$ cat src/rtl/arb_pkg.sv
package arb_pkg;
  typedef enum logic {CH_TX = 1'b0, CH_RX = 1'b1} chan_e;
endpackage

$ cat src/rtl/arb_pick.sv
module arb_pick
  import arb_pkg::*;
#(
  parameter int RATIO_W = 2,
  parameter int CNT_W   = RATIO_W + 1
) (
  input  logic               fixed_i,
  input  logic [RATIO_W-1:0] ratio_i,
  input  logic [CNT_W-1:0]   run_i,
  input  logic               tx_vld_i,
  input  logic               rx_vld_i,
  output logic               win_vld_o,
  output chan_e              win_o
);
  logic both;
  assign both      = tx_vld_i && rx_vld_i;
  assign win_vld_o = tx_vld_i || rx_vld_i;

  always_comb begin
    if (!both)        win_o = rx_vld_i ? CH_RX : CH_TX;
    else if (fixed_i) win_o = CH_RX;
    // receive keeps the bus while its run is shorter than ratio+1
    else if (run_i <= CNT_W'(ratio_i)) win_o = CH_RX;
    else              win_o = CH_TX;
  end
endmodule

$ cat src/rtl/arb_ratio_cnt.sv
module arb_ratio_cnt
  import arb_pkg::*;
#(
  parameter int RATIO_W = 2,
  parameter int CNT_W   = RATIO_W + 1
) (
  input  logic             clk_i,
  input  logic             rst_ni,
  input  logic             decide_i,
  input  logic             both_i,
  input  logic             fixed_i,
  input  chan_e            win_i,
  output logic [CNT_W-1:0] run_o
);
  localparam logic [CNT_W-1:0] RunMax = CNT_W'(1 << RATIO_W);

  always_ff @(posedge clk_i or negedge rst_ni) begin
    if (!rst_ni)                        run_o <= '0;
    else if (decide_i) begin
      if (!both_i || fixed_i)           run_o <= '0;
      else if (win_i == CH_RX)          run_o <= run_o + 1'b1;
      else                              run_o <= '0;
    end
  end

  AST_RUN_BOUND: assert property (@(posedge clk_i) disable iff (!rst_ni)
    run_o <= RunMax);
  AST_RUN_CLEAR: assert property (@(posedge clk_i) disable iff (!rst_ni)
    (decide_i && !both_i) |=> (run_o == '0));
endmodule

$ cat src/rtl/arb_fatal.sv
module arb_fatal
  import arb_pkg::*;
(
  input  logic  clk_i,
  input  logic  rst_ni,
  input  logic  err_i,
  input  chan_e chan_i,
  output logic  fatal_o,
  output logic  chan_o
);
  always_ff @(posedge clk_i or negedge rst_ni) begin
    if (!rst_ni) begin
      fatal_o <= 1'b0;
      chan_o  <= 1'b0;
    end else if (err_i && !fatal_o) begin
      fatal_o <= 1'b1;
      chan_o  <= (chan_i == CH_RX);
    end
  end

  AST_FATAL_STICKY: assert property (@(posedge clk_i) disable iff (!rst_ni)
    fatal_o |=> (fatal_o && $stable(chan_o)));
endmodule

$ cat src/rtl/dma_bus_arb.sv
module dma_bus_arb
  import arb_pkg::*;
#(
  parameter int RATIO_W = 2
) (
  input  logic               clk_i,
  input  logic               rst_ni,
  input  logic               fixed_prio_i,
  input  logic [RATIO_W-1:0] ratio_i,
  input  logic               tx_en_i,
  input  logic               rx_en_i,
  input  logic               tx_req_i,
  input  logic               rx_req_i,
  input  logic               tx_done_i,
  input  logic               rx_done_i,
  input  logic               bus_err_i,
  output logic               tx_gnt_o,
  output logic               rx_gnt_o,
  output logic               fatal_o,
  output logic               fatal_chan_o
);
  localparam int CNT_W = RATIO_W + 1;

  logic             busy_q;
  chan_e            chan_q;
  logic             tx_vld, rx_vld, both;
  logic             cur_done, err_hit, decide;
  logic             win_vld;
  chan_e            win;
  logic [CNT_W-1:0] run;

  assign tx_vld   = tx_req_i && tx_en_i;
  assign rx_vld   = rx_req_i && rx_en_i;
  assign both     = tx_vld && rx_vld;
  assign cur_done = (chan_q == CH_RX) ? rx_done_i : tx_done_i;
  assign err_hit  = busy_q && bus_err_i;
  assign decide   = !fatal_o && !err_hit && (!busy_q || cur_done);

  arb_pick #(.RATIO_W(RATIO_W), .CNT_W(CNT_W)) u_pick (
    .fixed_i   (fixed_prio_i),
    .ratio_i   (ratio_i),
    .run_i     (run),
    .tx_vld_i  (tx_vld),
    .rx_vld_i  (rx_vld),
    .win_vld_o (win_vld),
    .win_o     (win)
  );

  arb_ratio_cnt #(.RATIO_W(RATIO_W), .CNT_W(CNT_W)) u_cnt (
    .clk_i    (clk_i),
    .rst_ni   (rst_ni),
    .decide_i (decide),
    .both_i   (both),
    .fixed_i  (fixed_prio_i),
    .win_i    (win),
    .run_o    (run)
  );

  arb_fatal u_fatal (
    .clk_i   (clk_i),
    .rst_ni  (rst_ni),
    .err_i   (err_hit),
    .chan_i  (chan_q),
    .fatal_o (fatal_o),
    .chan_o  (fatal_chan_o)
  );

  always_ff @(posedge clk_i or negedge rst_ni) begin
    if (!rst_ni) begin
      busy_q <= 1'b0;
      chan_q <= CH_TX;
    end else if (err_hit) begin
      busy_q <= 1'b0;
    end else if (decide) begin
      busy_q <= win_vld;
      if (win_vld) chan_q <= win;
    end
  end

  assign tx_gnt_o = busy_q && (chan_q == CH_TX);
  assign rx_gnt_o = busy_q && (chan_q == CH_RX);

  AST_GNT_ONEHOT: assert property (@(posedge clk_i) disable iff (!rst_ni)
    $onehot0({tx_gnt_o, rx_gnt_o}));
  AST_GNT_HOLD: assert property (@(posedge clk_i) disable iff (!rst_ni)
    ((tx_gnt_o && !tx_done_i && !bus_err_i) || (rx_gnt_o && !rx_done_i && !bus_err_i))
    |=> ($stable(tx_gnt_o) && $stable(rx_gnt_o)));
  AST_FIXED_RX: assert property (@(posedge clk_i) disable iff (!rst_ni)
    (decide && fixed_prio_i && tx_vld && rx_vld) |=> rx_gnt_o);
  AST_LONE_TX: assert property (@(posedge clk_i) disable iff (!rst_ni)
    (decide && tx_vld && !rx_vld) |=> tx_gnt_o);
  AST_EN_MASK: assert property (@(posedge clk_i) disable iff (!rst_ni)
    $rose(tx_gnt_o) |-> $past(tx_en_i));
  AST_ERR_HALT: assert property (@(posedge clk_i) disable iff (!rst_ni)
    ((tx_gnt_o || rx_gnt_o) && bus_err_i) |=> (fatal_o && !tx_gnt_o && !rx_gnt_o));
  AST_NO_GNT_FATAL: assert property (@(posedge clk_i) disable iff (!rst_ni)
    fatal_o |-> (!tx_gnt_o && !rx_gnt_o));
endmodule

$ cat config.mk
export PLATFORM = sky130hd
export DESIGN_NAME = dma_bus_arb
export DESIGN_NICKNAME = d
export VERILOG_FILES = /design/src/rtl/arb_pkg.sv /design/src/rtl/arb_pick.sv /design/src/rtl/arb_ratio_cnt.sv /design/src/rtl/arb_fatal.sv /design/src/rtl/dma_bus_arb.sv
export SDC_FILE = /design/constraint.sdc
export NUM_CORES = 1
export LEC_CHECK = 0
export ABC_AREA = 1
export BUFFER_PORTS_ARGS = -buffer_cell sky130_fd_sc_hd__clkbuf_2
export CORE_MARGIN = 2
export CORE_UTILIZATION = 34
export DETAILED_ROUTE_END_ITERATION = 10
export PLACE_DENSITY_LB_ADDON = 0.05
export SLEW_MARGIN = 20
export SYNTH_ARGS = -nofsm -noshare
export SYNTH_HDL_FRONTEND = slang
export SYNTH_SLANG_ARGS = --single-unit
$ cat constraint.sdc
create_clock -name clk_i -period 1.1 [get_ports clk_i]
set_input_delay 0.22 -clock clk_i [delete_from_list [all_inputs] [get_ports clk_i]]
set_output_delay 0.22 -clock clk_i [all_outputs]
set_load 0.005 [all_outputs]
==> impl_results.md <==
* Clock tree buffer depth at 2
* Failing checks: setup timing
* Critical path required time at around 1200 ps
* First-pass DRT Iterations at 3
* Sequential fraction of the synthesis area at about two fifths
* Final period utilization at 107.2%
* Most frequent cell after synthesis: nand2_1
* Comb pwr share at a little over a tenth
* Routability cong. at about 0.76
* Gr usage total at ~13%
* Finished Layout Cells at around 110
* Run status: finished with violations
* Worst Tran Pin Value at around 230 ps
* HPWL Detailed at about 720 um
* Worst Hold Class: in2reg
* Mapped Avg Cell Area at 6.901 um^2
* Most frequent CP cell: nand2_1
* Multiplexer area fraction after synthesis at 0%
* Core footprint at around 1300 um^2
* Internal at between 0.4 and 0.5 mW
* EDFF count, synth at 0
* DIE HEIGHT at between 40 and 50 um
* Synth Area in Compound Gates at roughly 2.2%
* Drt wl/cell at 8.435 um
* Max-cap viol count at 0
* Distinct cells, synth at 13
* Pwr per Cell Area at 742.5 nW/um^2
* Initial DRC count at 6
* Io pins at 16
* H-tree levels at 1
* Finished Core Util at slightly below 60%
* FMAX at 847.8 MHz
* Clk pwr share at around 42%
* Vias in the first global route at between 300 and 400
* RSZ-0062 raised after global routing: yes
* Layout Nets at 109
* Max-slew violation count at 0
* Crit path DAT at 1320 ps
* CTS clk-pin slew, worst paths at 50 ps
* CTS tree: built
* # DRC at 0
* Synth Net Count at 81
* Slew HR at 84.34%
* Site Rows at 13
* Inst Count DP at 100
* Design Power at about 0.54 mW
* CP endpoint kind: register
* Via Count at 443
* Top_reg_cell synth: dfrtp_1
* Cell taking the most area after synthesis: dfrtp_1
* Clock net sink count at 7
* Port Buf Inserts at 15
* Hold slack at 233.5 ps
* Commonest cells post-synth: nand2_1 (24), inv_1 (13), dfrtp_1 (7), nand3_1 (5), nor2_1 (4)
* Adder-Cell Fraction of Synth Area at under 10%
* Wirelength, routed at 911 um
* Number of nets with antenna violations after routing at 0
* Syn Inst Count at 66
* GRT overflow at 0
* Sw Ratio at 22.19%
* Largest net degree at the start of global routing at 8
* Final hold viol count at 0
* Leak at between 0.4 and 0.5 nW
* Synth area leaders: dfrtp_1 (38%), nand2_1 (20%), inv_1 (11%)
* P_sw at ~0.12 mW
* Initial Utilization at a little over a third
* Setup violators final at 6
* Root Driver: clkbuf_4
* Async set or reset register ratio after synthesis at 100.0%
* Largest family of logic cells by synthesized area: simple AND/OR/NAND/NOR gates
* Ant. Diodes at 0
* Post-Synth XOR/XNOR Area at 0%
* Post-layout minimum cycle time at 1180 ps
* First-pass GRT wire length at roughly 1400 um
* Startpoint Class: register
* Clk_skew at about 2.2 ps
* Synth Area in Simple Gates at between 30% and 40%
* CP delay by family, top: flip-flops
* WP buf/inv at 0
* CP max-delay cell: dfrtp_1
* Crit Path Category: reg2reg
* Crit path cell chain: ha_4 > nand2_1 > nand2_1 > nand2_2 > nand2_1 > nand2_1 > nand2_1 > nand2_1
* P&R area growth vs syn at 60.71%
* CP Max Fanout at 2
* Die ar. at between 1500 and 2000 um^2
* Ratio of cells with drive above 1 in the final layout at about half
* Cell Area, Synth at ~460 um^2
* Crit-path max cell delay at roughly 400 ps
* Routed vias/inst at approximately 4.1
* CTS Buf Count at 3
* Antenna violations before repair at 0
* Max VDD drop at 0.0006556 V
* Sequential fraction of design power at around 47%
* Final WS setup at -79.51 ps
* Area share of the largest cell type after synthesis at between 30 and 40%
* Skew-Pair Late Insertion Delay at around 250 ps
* Die W at ~41 um
* #FFs+latches synth at 7
* Synth warn at 0
-- routing by layer --
| layer | up-vias | track usage, % | wire (um) |
|---|---|---|---|
| li1 | 253 | - | - |
| met1 | 182 | 16.78 | 455 |
| met2 | 8 | 19.44 | 408 |
| met3 | 0 | 8.333 | 47 |
| met4 | 0 | 2.500 | 0 |
| met5 | - | 0 | 0 |
-- cells in the final DEF (no fill, tap or decap) --
cell type,instances
ha_1,1
nand3_1,3
nor2_1,3
inv_2,5
nand2_4,3
o21ai_0,1
dlygate4sd3_1,1
buf_2,2
clkbuf_2,13
dfrtp_1,7
ha_4,2
inv_1,9
buf_6,4
clkbuf_4,3
nand2_2,5
o21ai_2,1
clkbuf_1,1
nand2_1,20
nand3_2,1
nand4_1,1
inv_4,1
nand3_4,2
nor2_2,1
buf_4,3
-- flip-flops by register name (all words and copies together), names as in the netlist --
name,cells
chan_q,1
u_fatal.fatal_o,1
busy_q,1
u_cnt.run_o,3
u_fatal.chan_o,1
-- through the flow --
stage | setup TNS [ps] | instance area [um^2] | setup slack, ps
floorplan | -33.46 | 460.4 | -11.80
global placement | -125.8 | 584.3 | -41.08
detailed placement | -290.0 | 584.3 | -94.85
CTS | -353.7 | 651.9 | -68.52
global route | -753.2 | 732.0 | -147.0
finish | -363.0 | 732.0 | -79.51
-- what timing repair did --
item	4_1_cts	5_1_grt
endpoints found under the hold margin	7	0
buffers inserted	2	1
endpoints found under the setup margin	6	7
hold buffers	1	0
resized for setup	6	18
pin swaps	3	8
-- final cells by class --
cell class	instances	area, um^2
sequential	7	175.2
tap	15	18.77
timing repair buffer	23	152.6
inverter	15	58.81
multi-input combinational	44	300.3
clock buffer	4	26.28
fill	110	536.8
-- power groups by stage --
stage | combinational, mW | sequential [mW] | clock (mW)
after floorplan | 0.0162 | 0.262 | 0
after global placement | 0.0432 | 0.262 | 0
after detailed placement | 0.0443 | 0.262 | 0
after CTS | 0.0482 | 0.258 | 0.239
after global routing | 0.0650 | 0.258 | 0.254
final | 0.0563 | 0.258 | 0.229
-- worst register-to-register path, stage by stage (launching register included) --
cell	delay (ps)
dfrtp_1	400
ha_4	280
nand2_1	40
nand2_1	60
nand2_2	70
nand2_1	60
nand2_1	40
nand2_1	70
nand2_1	40
-- path summary, 6_finish.rpt --
| check | end | from | depth (start not counted) | slack, ps |
|---|---|---|---|---|
| max in group asynchronous | u_cnt.run_o[1] | rst_ni | 2 | 590 |
| min | u_fatal.fatal_o | bus_err_i | 3 | 230 |
| min in group asynchronous | u_fatal.chan_o | rst_ni | 2 | 340 |
| max | chan_q | u_cnt.run_o[1] | 8 | -80 |
| max reg2reg | chan_q | u_cnt.run_o[1] | 8 | -80 |
| min reg2reg | u_fatal.chan_o | u_fatal.chan_o | 2 | 490 |
-- cells by family (layout without fill, tap and decap cells) --
group           count (synthesis)  after routing
buf+inv                        15             42
simple gates                   39             39
compound gates                  2              2
flops                           7              7
fa+ha+maj                       3              3
Note: power is estimated with default switching activity, not from simulation.
